$ cat src/rtl/irqv_pkg.sv
package irqv_pkg;
   localparam int unsigned CTRL_W   = 8;
   // control byte field positions
   localparam int unsigned F_EN     = 3;
   localparam int unsigned F_VSEL   = 4;
   localparam int unsigned F_ALTACK = 5;
   localparam int unsigned F_LIVE   = 6;
   localparam int unsigned F_PEND   = 7;
   // general control register
   localparam int unsigned G_IEN    = 4;
endpackage

$ cat src/rtl/irqv_slot.sv
module irqv_slot
   import irqv_pkg::*;
#(
   parameter int unsigned LVL_W      = 3,
   parameter bit          IS_SW      = 1'b0,
   parameter bit          HAS_LIVE   = 1'b0,
   parameter bit          HAS_ALTACK = 1'b0,
   parameter bit          HAS_VSEL   = 1'b0
) (
   input  logic              clk,
   input  logic              rst_n,
   input  logic              wr,
   input  logic [CTRL_W-1:0] wdata,
   input  logic              src,
   output logic [CTRL_W-1:0] rdata,
   output logic              pend,
   output logic              en,
   output logic [LVL_W-1:0]  lvl,
   output logic              vsel
);
   logic             pend_q;
   logic             en_q;
   logic [LVL_W-1:0] lvl_q;
   logic             unused_bits;

   assign unused_bits = ^{wdata[F_LIVE], wdata[F_ALTACK], wdata[F_VSEL], src};

   always_ff @(posedge clk) begin
      if (!rst_n) begin
         en_q  <= 1'b0;
         lvl_q <= '0;
      end else if (wr) begin
         en_q  <= wdata[F_EN];
         lvl_q <= wdata[LVL_W-1:0];
      end
   end

   generate
      if (IS_SW) begin : g_sw
         always_ff @(posedge clk) begin
            if (!rst_n)  pend_q <= 1'b0;
            else if (wr) pend_q <= wdata[F_PEND];
         end
      end else begin : g_hw
         logic src_q;
         logic rise;
         logic clr;
         always_ff @(posedge clk) begin
            if (!rst_n) src_q <= 1'b0;
            else        src_q <= src;
         end
         assign rise = src & ~src_q;
         assign clr  = wr & (wdata[F_PEND] | (HAS_ALTACK & wdata[F_ALTACK]));
         always_ff @(posedge clk) begin
            if (!rst_n)    pend_q <= 1'b0;
            else if (rise) pend_q <= 1'b1;
            else if (clr)  pend_q <= 1'b0;
         end
      end

      if (HAS_VSEL) begin : g_vsel
         logic vsel_q;
         always_ff @(posedge clk) begin
            if (!rst_n)  vsel_q <= 1'b0;
            else if (wr) vsel_q <= wdata[F_VSEL];
         end
         assign vsel = vsel_q;
      end else begin : g_novsel
         assign vsel = 1'b0;
      end
   endgenerate

   always_comb begin
      rdata              = '0;
      rdata[LVL_W-1:0]   = lvl_q;
      rdata[F_EN]        = en_q;
      rdata[F_PEND]      = pend_q;
      if (HAS_LIVE) rdata[F_LIVE] = src;
      if (HAS_VSEL) rdata[F_VSEL] = vsel;
   end

   assign pend = pend_q;
   assign en   = en_q;
   assign lvl  = lvl_q;
endmodule

$ cat src/rtl/irqv_arbiter.sv
module irqv_arbiter #(
   parameter int unsigned NUM_SRC = 12,
   parameter int unsigned LVL_W   = 3,
   localparam int unsigned IDX_W  = $clog2(NUM_SRC)
) (
   input  logic [NUM_SRC-1:0]            req,
   input  logic [NUM_SRC-1:0][LVL_W-1:0] lvl,
   output logic                          win_valid,
   output logic [LVL_W-1:0]              win_lvl,
   output logic [IDX_W-1:0]              win_idx
);
   // strict greater-than keeps the lowest index on a tie
   always_comb begin
      win_valid = 1'b0;
      win_lvl   = '0;
      win_idx   = '0;
      for (int i = 0; i < NUM_SRC; i++) begin
         if (req[i] && (!win_valid || lvl[i] > win_lvl)) begin
            win_valid = 1'b1;
            win_lvl   = lvl[i];
            win_idx   = IDX_W'(i);
         end
      end
   end
endmodule

$ cat src/rtl/irqv_ack.sv
module irqv_ack #(
   parameter int unsigned LVL_W = 3,
   parameter int unsigned IDX_W = 4,
   parameter int unsigned VEC_W = 8
) (
   input  logic             clk,
   input  logic             rst_n,
   input  logic             iack_req,
   input  logic [LVL_W-1:0] iack_level,
   input  logic             active,
   input  logic [LVL_W-1:0] win_lvl,
   input  logic [IDX_W-1:0] win_idx,
   input  logic             win_ext,
   input  logic [VEC_W-1:0] base,
   output logic             ack_valid,
   output logic [VEC_W-1:0] ack_vector,
   output logic             ack_spurious,
   output logic             ack_external
);
   logic match;
   assign match = active && (win_lvl == iack_level);

   always_ff @(posedge clk) begin
      if (!rst_n || !iack_req) begin
         ack_valid    <= 1'b0;
         ack_vector   <= '0;
         ack_spurious <= 1'b0;
         ack_external <= 1'b0;
      end else begin
         ack_valid    <= 1'b1;
         ack_spurious <= !match;
         ack_external <= match && win_ext;
         ack_vector   <= (match && !win_ext) ? base + VEC_W'(win_idx) : '0;
      end
   end
endmodule

$ cat src/rtl/irq_vector_ctrl.sv
module irq_vector_ctrl
   import irqv_pkg::*;
#(
   parameter int unsigned    NUM_SRC     = 12,
   parameter int unsigned    LVL_W       = 3,
   parameter int unsigned    VEC_W       = 8,
   parameter int unsigned    ADDR_W      = 4,
   parameter logic [NUM_SRC-1:0] SW_MASK = 12'hC00,
   parameter int unsigned    ABORT_IDX   = 2,
   parameter int unsigned    SERIAL_IDX  = 3,
   parameter int unsigned    PRINTER_IDX = 7,
   parameter logic [VEC_W-1:0] BASE_RST  = 8'h40
) (
   input  logic               clk,
   input  logic               rst_n,
   input  logic               reg_we,
   input  logic [ADDR_W-1:0]  reg_addr,
   input  logic [CTRL_W-1:0]  reg_wdata,
   output logic [CTRL_W-1:0]  reg_rdata,
   input  logic [NUM_SRC-1:0] src_in,
   output logic [LVL_W-1:0]   irq_level,
   input  logic               iack_req,
   input  logic [LVL_W-1:0]   iack_level,
   output logic               ack_valid,
   output logic [VEC_W-1:0]   ack_vector,
   output logic               ack_spurious,
   output logic               ack_external
);
   localparam int unsigned IDX_W    = $clog2(NUM_SRC);
   localparam int unsigned ADR_BASE = NUM_SRC;
   localparam int unsigned ADR_GEN  = NUM_SRC + 1;

   // elaboration-time parameter checks
   if (LVL_W < 1 || LVL_W > F_EN) begin : g_bad_lvl
      $error("LVL_W must fit below the enable bit");
   end
   if (VEC_W < IDX_W || VEC_W > CTRL_W) begin : g_bad_vec
      $error("VEC_W must hold an index and fit a register byte");
   end
   if (ADR_GEN >= (1 << ADDR_W)) begin : g_bad_addr
      $error("ADDR_W too narrow for the register map");
   end
   if (ABORT_IDX >= NUM_SRC || SERIAL_IDX >= NUM_SRC || PRINTER_IDX >= NUM_SRC) begin : g_bad_idx
      $error("special source index out of range");
   end

   logic [NUM_SRC-1:0]              pend_vec;
   logic [NUM_SRC-1:0]              en_vec;
   logic [NUM_SRC-1:0]              vsel_vec;
   logic [NUM_SRC-1:0]              req_vec;
   logic [NUM_SRC-1:0][LVL_W-1:0]   lvl_vec;
   logic [NUM_SRC-1:0][CTRL_W-1:0]  slot_rd;
   logic [VEC_W-1:0]                base_q;
   logic                            gen_en;
   logic                            win_valid;
   logic [LVL_W-1:0]                win_lvl;
   logic [IDX_W-1:0]                win_idx;
   logic                            win_ext;
   logic                            active;

   for (genvar i = 0; i < NUM_SRC; i++) begin : g_slot
      irqv_slot #(
         .LVL_W      (LVL_W),
         .IS_SW      (SW_MASK[i]),
         .HAS_LIVE   (i == ABORT_IDX),
         .HAS_ALTACK (i == PRINTER_IDX),
         .HAS_VSEL   (i == SERIAL_IDX)
      ) u_slot (
         .clk   (clk),
         .rst_n (rst_n),
         .wr    (reg_we && reg_addr == ADDR_W'(i)),
         .wdata (reg_wdata),
         .src   (src_in[i]),
         .rdata (slot_rd[i]),
         .pend  (pend_vec[i]),
         .en    (en_vec[i]),
         .lvl   (lvl_vec[i]),
         .vsel  (vsel_vec[i])
      );
      assign req_vec[i] = pend_vec[i] && en_vec[i] && (lvl_vec[i] != '0);
   end

   always_ff @(posedge clk) begin
      if (!rst_n) begin
         base_q <= BASE_RST;
         gen_en <= 1'b0;
      end else if (reg_we) begin
         if (reg_addr == ADDR_W'(ADR_BASE)) base_q <= reg_wdata[VEC_W-1:0];
         if (reg_addr == ADDR_W'(ADR_GEN))  gen_en <= reg_wdata[G_IEN];
      end
   end

   always_comb begin
      reg_rdata = '0;
      for (int i = 0; i < NUM_SRC; i++)
         if (reg_addr == ADDR_W'(i)) reg_rdata = slot_rd[i];
      if (reg_addr == ADDR_W'(ADR_BASE)) reg_rdata = CTRL_W'(base_q);
      if (reg_addr == ADDR_W'(ADR_GEN))  reg_rdata[G_IEN] = gen_en;
   end

   irqv_arbiter #(.NUM_SRC(NUM_SRC), .LVL_W(LVL_W)) u_arb (
      .req       (req_vec),
      .lvl       (lvl_vec),
      .win_valid (win_valid),
      .win_lvl   (win_lvl),
      .win_idx   (win_idx)
   );

   assign active    = gen_en && win_valid;
   assign irq_level = active ? win_lvl : '0;
   assign win_ext   = (win_idx == IDX_W'(SERIAL_IDX)) && !vsel_vec[win_idx];

   irqv_ack #(.LVL_W(LVL_W), .IDX_W(IDX_W), .VEC_W(VEC_W)) u_ack (
      .clk          (clk),
      .rst_n        (rst_n),
      .iack_req     (iack_req),
      .iack_level   (iack_level),
      .active       (active),
      .win_lvl      (win_lvl),
      .win_idx      (win_idx),
      .win_ext      (win_ext),
      .base         (base_q),
      .ack_valid    (ack_valid),
      .ack_vector   (ack_vector),
      .ack_spurious (ack_spurious),
      .ack_external (ack_external)
   );
endmodule

$ cat config.mk
export PLATFORM = sky130hd
export DESIGN_NAME = irq_vector_ctrl
export DESIGN_NICKNAME = d
export VERILOG_FILES = /design/src/rtl/irqv_pkg.sv /design/src/rtl/irqv_slot.sv /design/src/rtl/irqv_arbiter.sv /design/src/rtl/irqv_ack.sv /design/src/rtl/irq_vector_ctrl.sv
export SDC_FILE = /design/constraint.sdc
export NUM_CORES = 1
export LEC_CHECK = 0
export ABC_AREA = 1
export BUFFER_PORTS_ARGS = -buffer_cell sky130_fd_sc_hd__buf_2
export CELL_PAD_IN_SITES_DETAIL_PLACEMENT = 2
export CELL_PAD_IN_SITES_GLOBAL_PLACEMENT = 2
export CORE_ASPECT_RATIO = 0.9
export CORE_MARGIN = 5
export CORE_UTILIZATION = 34
export CTS_BUF_LIST = sky130_fd_sc_hd__clkbuf_4
export DETAILED_ROUTE_END_ITERATION = 8
export GPL_TIMING_DRIVEN = 0
export PLACE_DENSITY_LB_ADDON = 0.1
export SETUP_SLACK_MARGIN = 0.1
export SLEW_MARGIN = 10
export SYNTH_ARGS = -nofsm -noshare
export SYNTH_HDL_FRONTEND = slang
export SYNTH_HIERARCHICAL = 1
export SYNTH_SLANG_ARGS = --single-unit
$ cat constraint.sdc
create_clock -name clk -period 16.45 [get_ports clk]
set_input_delay 3.29 -clock clk [delete_from_list [all_inputs] [get_ports clk]]
set_output_delay 3.29 -clock clk [all_outputs]
set_load 0.005 [all_outputs]
==> results of run 1 <==
metal layers:
layer  track usage  up-vias  wire length, um
li1              -     3713                -
met1         0.272     3763            13700
met2         0.359      101            15100
met3        0.0282       31              737
met4        0.0407        0              484
met5             0        -                0
through the flow:
step / setup WS, ns / power, mW
2_1_floorplan: 1.71 / 0.286
3_3_place_gp: 0.158 / 0.313
3_5_place_dp: -0.340 / 0.316
4_1_cts: 0.111 / 0.461
5_1_grt: -0.875 / 0.488
6_report: -0.141 / 0.463
cell usage in the layout (no fill, tap or decap), types with 6 or more instances in the layout:
master / count
nand2_1: 261
nor2_1: 183
buf_4: 143
inv_1: 130
dfxtp_1: 88
nand2_2: 66
buf_2: 49
nand3_1: 41
conb_1: 34
nand2_4: 29
inv_2: 24
ha_1: 18
buf_6: 17
nand4_1: 16
o21ai_0: 16
nand3_2: 16
ha_4: 16
nor2_2: 12
a21oi_1: 12
o21ai_2: 12
o311a_1: 11
clkinv_2: 11
clkbuf_4: 9
nand3_4: 8
o21ai_4: 8
nor2_4: 7
nor3_1: 7
a21oi_2: 7
o21ai_1: 6
repair_timing:
item	in CTS	in global routing
pin swaps	13	93
endpoints found under the setup margin	3	3
buffers inserted	14	38
gates resized for setup	36	135
tightest hold or removal path: stages, from the launching register on:
cell     delay (ns)
dfxtp_1        0.34
inv_1          0.04
nand2_2        0.06
nand2_2        0.04
flip-flops by register name (all words and copies together), names as in the netlist:
signal	flops
u_ack/ack_vector	8
u_ack/ack_valid	1
g_slot.u_slot/vsel	1
g_slot.u_slot/pend	12
u_ack/ack_spurious	1
g_slot.u_slot/lvl	36
u_ack/ack_external	1
g_slot.u_slot/g_hw.src_q	10
gen_en	1
base_q	8
g_slot.u_slot/en	12
report_power, final:
| part | internal (mW) | switching, mW |
|---|---|---|
| sequential | 0.228 | 0.00819 |
| combinational | 0.0349 | 0.0502 |
| clock | 0.0477 | 0.0945 |
| total | 0.310 | 0.153 |
area by class of cell:
| type | count | area, um2 | area share |
|---|---|---|---|
| diodes | 1 | 2.50 | 0.000269 |
| plain buffers | 108 | 848 | 0.0912 |
| clock buffers | 9 | 67.6 | 0.00726 |
| clock inverters | 7 | 76.3 | 0.00820 |
| inverters | 165 | 636 | 0.0683 |
| multi-input cells | 818 | 4800 | 0.516 |
| flip-flops and latches | 91 | 1830 | 0.197 |
| well taps | 286 | 358 | 0.0385 |
| repair buffers | 103 | 686 | 0.0737 |
how the worst max path moves through the flow:
stage / start / endpoint / slack, ns / depth (start not counted)
floorplan: g_slot[0].u_slot/lvl[1] / irq_level[1] / 1.71 / 100
global placement: g_slot[0].u_slot/lvl[1] / irq_level[1] / 0.16 / 101
detailed placement: g_slot[0].u_slot/lvl[1] / irq_level[1] / -0.34 / 102
CTS: g_slot[0].u_slot/lvl[1] / irq_level[1] / 0.11 / 102
global route: g_slot[0].u_slot/lvl[0] / irq_level[1] / -0.87 / 105
finish: g_slot[0].u_slot/lvl[0] / irq_level[1] / -0.14 / 102
==> summary.md, run 1 <==
The flow ran to the end, but the final reports show violations. The final reports fail on setup timing. Initial cell density of the core: 0.348.

After floorplanning, the core was sized to cover 0.0210 mm2. The tree is rooted in a clkbuf_4. Of all nets on the critical path, the largest fanout is 8. The run gives 0 as the residual DRC count. For flop-to-flop paths, the worst setup slack is 2.15 ns. For the number of nets with antenna violations after routing, the log shows 0.

By instance count, the cell type seen most on the critical path is nand2_2. STA classifies the critical path startpoint as a flop. The filler cells instantiated in the layout total 2590. In this run the mean area of a mapped cell was 6.29 um2. The tools report the global-route wire length before repair as 39.7 mm. Setup violations remaining at the end of the flow were counted as 3. The endpoint of the most critical register-to-register path is u_ack/ack_vector[5]. The final hold violation count was 0; the deepest clock path buffer count was 2. The floorplan has 50 rows.

The worst register-to-register path begins at g_slot[0].u_slot/lvl[0]. At the end of routability-driven placement, the weighted congestion stood at 0.808. The floorplan step set the die width to 164 um.

The placed instances occupy a cell area of 0.00802 mm2. The relative area change from synthesis to final layout was 27.4%; the CTS clock-pin slew for the worst setup and hold paths was 0.19 ns. STA puts the critical path data arrival time at 13.30 ns.

Synthesis produced a netlist whose cell count is 1160. The worst setup path is of the reg -> out kind. Setup TNS after final layout: -0.403 ns. The overall global routing resource usage was 0.206. Among all stages on the critical path, the largest delay is contributed by o311a_4. The summed instance area of the synthesized netlist is 0.00730 mm2. The depth of the worst register-to-register path came out at 108. Setup repair after global routing could not meet its margin everywhere. The final number of max-transition violations came out at 0. The path category of the worst min-delay check was reg -> reg. The share of layout cells above drive strength 1 was 0.351; the count of placed standard cells including taps was 1519. The clock skew after layout is 0.0291 ns, and the highest achievable clock rate is 0.0603 GHz. For the pin count of the biggest net entering global routing, the log shows 45.

The count of cells in the finished layout, fillers not included, comes to 1588. Among cell families on the critical path, the largest total delay comes from simple AND/OR/NAND/NOR gates. The HPWL reported at the end of detailed placement was 18.9 mm. The count of buffers from port buffering came out at 50.

The finished layout cell area came out at 0.00930 mm2. Smallest setup slack after layout: -0.141 ns. Summed over all cells, the static leakage comes to 4.72 nW. The die area is 0.0245 mm2. The run gives 0 as the aggregate global routing overflow. Clock period minus worst slack: 16.59 ns. The ratio of total power to cell area is 49.8 mW/mm2.

The insertion delay to the later sink of the worst-skew pair came out at 0.51 ns. The post-layout utilization of the core came out at 0.444. Hold timing on the final database bottoms out at a slack of 0.458 ns. The number of clock sinks seen by CTS was 91; the number of detailed-route iterations in the first pass was 4. The final wirelength is 30.0 mm. TritonCTS built the clock tree. The final layout contains 1362 nets. The number of H-tree levels was 3. TritonCTS created 9 clock buffers. The routed via count divided by cell count is 4.79. The nature of the critical path endpoint is an output pin.

The critical hold path startpoint is g_slot[8].u_slot/g_hw.src_q. The transition at the pin with the smallest max-transition slack is 0.690 ns, and the synthesis warning total is 6. The worst-case IR drop observed on VDD is 0.0427 mV. The total number of vias is 7608, and the number of DRC violations after detailed-routing iteration 0 is 274. The depth of the worst hold-timing path is 3.

The tools report the count of max-cap constraint violations as 0. The count of hold buffers inserted by post-cts repair was 0. The final cycle utilization of the critical path is 1.01, and the initial antenna violation count is 1. 53 I/O pins were placed. The count of buffer and inverter cells on the critical path is 12, and the relative max-transition margin is 0.540.

The run gives 7721 as the number of global-route vias before repair. For this run, the slowest stage of the critical path takes 0.42 ns. In the final routed layout, each cell accounts on average for 18.9 um. The tools report the worst hold endpoint as g_slot[8].u_slot/pend. The run gives 13.16 ns as the required time at the worst-slack endpoint.

The die is 149 um tall.
(Power assumes the default switching activity.)
==> run 2, diff against run 1 <==
Settings changed: CTS_BUF_LIST sky130_fd_sc_hd__clkbuf_4 to not set.
==> summary.md, run 2 (synthesis gave the netlist of run 1 again) <==
The tools report the antenna diode count as 0 (-1). The placer's final routability congestion estimate was 0.808 (unchanged). The cell row count is 50 (unchanged), and the highest achievable clock rate is 0.0617 GHz (+2.4%).

Initial cell density of the core: 0.348 (unchanged). Clock period minus worst slack: 16.21 ns (-0.382 ns). The tools report the required time at the worst-slack endpoint as 13.16 ns (about the same).

For the overall global routing resource usage, the log shows 0.213 (+0.00688). The tools report the insertion delay to the later sink of the worst-skew pair as 0.37 ns (-0.14 ns). For the net switching component of the power, the log shows 0.162 mW (+6.0%).

The critical hold path startpoint was g_slot[8].u_slot/g_hw.src_q. The tools report the total number of vias as 7530 (-1.0%). The final cycle utilization of the critical path was 0.985 (-0.0232); the routed via count divided by cell count was 4.77 (-0.46%).

Cell leakage power: 4.76 nW (+0.77%). Count of buffers from port buffering: 50 (unchanged). The delay of the slowest cell on the worst path came out at 0.42 ns (about the same). The clock tree root buffer cell was clkbuf_16. The tools report the HPWL reported at the end of detailed placement as 18.9 mm (unchanged). The tools report the wire length on met2 as 14.3 mm (-4.7%). The tools report the deepest clock path buffer count as 2 (unchanged).

In this run the worst setup path begins at g_slot[0].u_slot/lvl[2]. The highest routing layer actually used is met4. The count of endpoints failing setup in the final report is 0 (-3). The number of nets with antenna violations after routing came out at 0 (unchanged).

The number of clock sinks seen by CTS came out at 91 (unchanged). The switching portion of total power is 0.298 (-0.0321). The number of global-route vias before repair was 7790 (+0.89%). The worst setup path is of the reg -> out kind.

The relative area change from synthesis to final layout is 29.4%. The slowest stage of the critical path belongs to the cell o311a_4. The depth of the worst register-to-register path works out to 108 (unchanged). The horizontal die dimension is 164 um (unchanged), and the area occupied by multi-input gates is 0.00484 mm2 (+0.86%).

The cell type with the highest occurrence count on the critical path was nand2_2. The tools report the peak ir drop on the vdd network as 0.0414 mV (-2.9%). The depth of the worst hold-timing path came out at 3 (unchanged).

The slack of the worst reg-to-reg path is 2.38 ns (+0.23 ns). The average wire length per cell after detail routing is 18.5 um (-2.0%), and the final hold violation count is 0 (unchanged). The run gives 0.382 mW (+23%) as the internal power consumption. The number of detailed-route iterations in the first pass was 4 (unchanged). The run gives 0.569 (+0.0295) as the relative max-transition margin. The number of DRC violations after detailed-routing iteration 0 is 273 (-0.36%).

The transition at the pin with the smallest max-transition slack is 0.640 ns (-0.0501 ns). Among cell families on the critical path, the largest total delay comes from simple AND/OR/NAND/NOR gates. For the count of max-cap constraint violations, the log shows 0 (unchanged). CTS clock-pin slew for the worst setup and hold paths: 0.08 ns (-0.11 ns).

The worst setup path is captured at an output pin. The logs give 29.2 mm (-2.6%) for the final wirelength and 53 (unchanged) for the number of top-level design ports. The finished layout cell area is 0.00945 mm2 (+1.6%). The area of the core came out at 0.0210 mm2 (unchanged). The flow ran to the end, and the final reports show no timing, DRC or antenna violations.

The count of fill cells added during filler insertion was 2553 (-1.4%). The maximum fanout along the worst path works out to 8 (unchanged). In this run the critical register-to-register path is captured at u_ack/ack_vector[5]. The residual DRC count came out at 0 (unchanged).

The count of buffer and inverter cells on the critical path was 11 (-1). The tools report the global-route wire length before repair as 40.9 mm (+3.0%). The routed metal-1 wirelength is 13.6 mm (-0.86%), and the post-placement cell area is 0.00802 mm2 (unchanged). The tools report the total power of the final layout as 0.544 mW (+17%).

The final number of max-transition violations was 0 (unchanged); the clock skew after layout was 0.0115 ns (-0.0176 ns). The proportion of power drawn by combinational gates came out at 0.157 (-0.027). Final net count: 1354 (-0.59%).

The arrival time at the worst endpoint is 12.92 ns (-0.38 ns). The number of flip-flops in the largest register is 36 (unchanged), and the ratio of total power to cell area is 57.5 mW/mm2 (+16%). TritonCTS built the clock tree.

The tools report the die area as 0.0245 mm2 (unchanged). The library cells used most frequently in the layout, excluding fill and tap cells, are nand2_1, nor2_1, buf_4. Pin count of the biggest net entering global routing: 45 (unchanged). The run gives 0.433 (-0.076) as the register share of total power. The tools report the aggregate global routing overflow as 0 (unchanged). The initial antenna violation count was 0 (-1); the share of layout cells above drive strength 1 was 0.350 (-0.000920). Number of buffers added by the clock tree synthesis step: 9 (unchanged).

The commonest non-fill, non-tap cell in the layout was nand2_1. The tools report the worst hold endpoint as g_slot[8].u_slot/pend. The worst register-to-register path begins at g_slot[0].u_slot/lvl[2]. The vertical die dimension came out at 149 um (unchanged). The logs give 0.00183 mm2 (-0.14%) for the sequential standard cell area and 3 (unchanged) for the number of H-tree levels.

The tightest min-delay check is of the reg -> reg type. For the routed length on met3, the log shows 681 um (-7.6%). The clock network fraction of design power was 0.411 (+0.104). The worst setup path is launched from a flop.
[run 2: final cells by class]
type | instances | area share
Multi-Input combinational cell | 818 | 0.512
Clock buffer | 9 | 0.0238
Clock inverter | 7 | 0.00808
Timing Repair Buffer | 95 | 0.0675
Buffer | 108 | 0.0898
Tap cell | 286 | 0.0379
Sequential cell | 91 | 0.193
Inverter | 165 | 0.0675
[run 2: worst max path at each step]
stage	to	slack (ns)	cells past startpoint
finish	irq_level[1]	0.24	102
global route	irq_level[1]	-0.41	102
CTS	irq_level[1]	0.11	102
detailed placement	irq_level[1]	-0.34	102
global placement	irq_level[1]	0.16	101
floorplan	irq_level[1]	1.71	100
[run 2: per-stage QoR]
step                       util  TNS [ns]  std cells  hold slack [ns]  setup slack [ns]
after floorplan               -         0       1182            0.437              1.71
after global placement    0.381         0       1518            0.452             0.158
after detailed placement  0.382    -0.945       1519            0.468            -0.340
after CTS                 0.407         0       1547            0.480             0.105
after global routing      0.451     -1.21       1579            0.485            -0.406
final                     0.451         0       1579            0.472             0.241
[run 2: power groups by stage]
| stage | clock, mW | sequential, mW | combinational, mW |
|---|---|---|---|
| after detailed placement | 0 | 0.240 | 0.0764 |
| after CTS | 0.229 | 0.235 | 0.0779 |
| after global routing | 0.239 | 0.236 | 0.0940 |
| final | 0.223 | 0.235 | 0.0851 |
| after floorplan | 0 | 0.237 | 0.0496 |
| after global placement | 0 | 0.239 | 0.0734 |
[run 2: worst reg2reg max path: cells and delay by family (launching register included)]
| kind | cells | cell delay, ns |
|---|---|---|
| and+or+nand+nor | 65 | 6.58 |
| DFF | 1 | 0.35 |
| adders and majority gates | 12 | 3.14 |
| buffers and inverters | 10 | 0.84 |
| AOI/OAI and AO/OA | 21 | 3.06 |
[run 2: routing by layer]
layer | track usage | vias to the layer above
li1 | - | 3712
met1 | 0.281 | 3697
met2 | 0.372 | 88
met3 | 0.0276 | 33
met4 | 0.0457 | 0
met5 | 0 | -
[run 2: what timing repair did]
action | CTS | global route
hold buffers | 0 | 0
endpoints found under the setup margin | 3 | 3
pin swaps | 12 | 90
buffers inserted | 12 | 32
endpoints found under the hold margin | 0 | 0
gates resized for setup | 31 | 146
==> run 3, diff against run 2 <==
Settings changed: ABC_AREA 1 to not set, CORE_UTILIZATION 34 to 38.
==> summary.md, run 3 <==
Pin count of the biggest net entering global routing: 87 (+93%). The transition at the pin with the smallest max-transition slack is 0.911 ns (+0.271 ns). The final cycle utilization of the critical path was 1.19 (+0.205); the relative area change from synthesis to final layout was 34.1%. The area of the core was 0.0193 mm2 (-8.0%); the ratio of total power to cell area was 56.1 mW/mm2 (-2.5%). The placer's final routability congestion estimate was 0.887 (+9.9%); the relative max-transition margin was 0.385 (-0.184). The summed instance area of the synthesized netlist is 0.00749 mm2 (+2.6%). TritonCTS built the clock tree. The horizontal die dimension was 158 um (-3.9%). The clock period minus worst slack was 19.58 ns (+3.37 ns). The HPWL reported at the end of detailed placement is 20.8 mm (+10%), and the number of nets with antenna violations after routing is 0 (unchanged). The aggregate global routing overflow was 0 (unchanged); the overall global routing resource usage was 0.274 (+0.0610). The logs give 4.34 nW (-8.7%) for the cell leakage power and 471 (+73%) for the number of DRC violations after detailed-routing iteration 0. The routed via count divided by cell count came out at 5.73 (+20%). The synthesis warning total is 6 (unchanged), and the number of flip-flops in the largest register is 36 (unchanged). The logs give 5 (+1) for the number of detailed-route iterations in the first pass and 0.00545 mm2 (+13%) for the area occupied by multi-input gates.

Wire length on met2: 17.6 mm (+23%). The logs give 0 (unchanged) for the final hold violation count and -3.49 ns (-3.15 ns) for the worst slack at placement. The logs give 0.00837 mm2 (+4.4%) for the post-placement cell area and 11 (+11) for the count of endpoints failing setup in the final report.

The routed length on met3 came out at 1.38 mm (+100%). The worst setup path is launched from a flop. The insertion delay to the later sink of the worst-skew pair was 0.36 ns (about the same); the initial cell density of the core was 0.388 (+0.0401). The vertical die dimension was 143 um (-3.9%); the number of clock sinks seen by CTS was 91 (unchanged). The routed metal-1 wirelength came out at 14.8 mm (+8.5%). The run finished, with violations left.

The final net count was 1116 (-18%). The maximum fanout along the worst path is 7 (-1). The number of top-level design ports is 53 (unchanged), and the count of buffers from port buffering is 48 (-4.0%). The run gives 0.0464 mV (+12%) as the peak ir drop on the vdd network.

The run gives 3 (unchanged) as the number of H-tree levels. The count of max-cap constraint violations is 0 (unchanged), and the count of fill cells added during filler insertion is 2059 (-19%). The antenna diode count was 0 (unchanged). Initial antenna violation count: 0 (unchanged).

The global-route wire length before repair was 47.7 mm (+17%). The final cell count without fillers is 1304 (-17%). The final wirelength came out at 34.5 mm (+18%). The setup TNS after final layout is -13.63 ns (-13.63 ns). The die area was 0.0226 mm2 (-7.7%). The worst setup path startpoint was g_slot[0].u_slot/lvl[1]. The total number of vias is 7469 (-0.81%), and the number of global-route vias before repair is 8093 (+3.9%). The clock skew after layout is 0.00518 ns (-0.00628 ns). The cell type with the highest occurrence count on the critical path is ha_4. Share of layout cells above drive strength 1: 0.407 (+0.0567). For the required time at the worst-slack endpoint, the log shows 13.16 ns (about the same). The worst setup path is captured at an output pin. The residual DRC count is 0 (unchanged). In the layout the commonest cells are buf_4, dfxtp_1, mux2i_1. The critical hold path startpoint was g_slot[9].u_slot/pend. For the sequential standard cell area, the log shows 0.00183 mm2 (+0.14%).

The finished layout cell area is 0.0100 mm2 (+6.3%). The delay of the slowest cell on the worst path is 0.40 ns (-0.02 ns). The average wire length per cell after detail routing was 26.5 um (+43%). Classification of the worst setup path: reg -> out. The synthesized instance count is 880 (-24%), and the mean instance size in the synthesized netlist is 8.51 um2 (+35%). The path category of the worst min-delay check was reg -> reg. The commonest non-fill, non-tap cell in the layout was buf_4.

Setup repair after global routing could not meet its margin everywhere. Startpoint of the worst register-to-register path: g_slot[0].u_slot/lvl[1]. The count of placed standard cells including taps was 1200 (-21%). The highest routing layer actually used is met4.

The final reports fail on setup timing. The standard cell with the maximum stage delay on the critical path is o311a_4. The tools report the cell row count as 48 (-4.0%). The CTS clock-pin slew for the worst setup and hold paths was 0.07 ns (about the same).

The clock tree root buffer cell is clkbuf_16. The logs give 16.29 ns (+3.37 ns) for the arrival time at the worst endpoint and 0.0511 GHz (-17%) for the highest achievable clock rate. The number of buffers added by the clock tree synthesis step was 9 (unchanged); the final number of max-transition violations was 0 (unchanged). The final hold slack came out at 0.524 ns (+0.0515 ns). The tools report the deepest clock path buffer count as 2 (unchanged). For the smallest setup slack after layout, the log shows -3.13 ns (-3.37 ns).
## run 3: cell type report
cell class	instances	share of cell area
Tap cell	250	0.0311
Sequential cell	91	0.182
Clock inverter	6	0.0112
Timing Repair Buffer	137	0.0951
Inverter	38	0.0142
Clock buffer	9	0.0224
Buffer	133	0.102
Multi-Input combinational cell	640	0.542
## run 3: report_power, final
group	internal, mW	switching [mW]
clock	0.149	0.0987
sequential	0.226	0.00706
combinational	0.0379	0.0458
## run 3: timing repair
item / 4_1_cts / 5_1_grt
hold buffers: 0 / 0
setup endpoints to repair: 13 / 13
pin swaps: 58 / 57
gates resized for setup: 74 / 63
buffers inserted: 57 / 32
## run 3: through the flow
step / power [mW] / util
after global routing: 0.580 / 0.521
after global placement: 0.310 / 0.434
after CTS: 0.557 / 0.491
after detailed placement: 0.313 / 0.434
after floorplan: 0.284 / -
final: 0.564 / 0.521
## run 3: worst max-delay path: cells and delay by family (launching register included)
kind	cells	cell delay, ns
AOI/OAI and AO/OA	40	7.16
and+or+nand+nor	26	3.94
adders and majority gates	11	2.62
buffers and inverters	10	1.13
muxes	2	0.66
DFF	1	0.35
## run 3: per-layer routing
metal  vias up  global-route usage
met5         -                   0
met4         0              0.0727
met3        57              0.0379
met2       198               0.483
met1      3847               0.351
li1       3367                   -
## run 3: path summary, 6_finish.rpt
| path | end | slack, ns | depth (start not counted) |
|---|---|---|---|
| worst max-delay path | irq_level[1] | -3.13 | 89 |
| worst max register to register | u_ack/ack_vector[4] | -0.78 | 93 |
| worst min-delay path | g_slot[9].u_slot/pend | 0.52 | 1 |
| worst min register to register | g_slot[9].u_slot/pend | 0.52 | 1 |
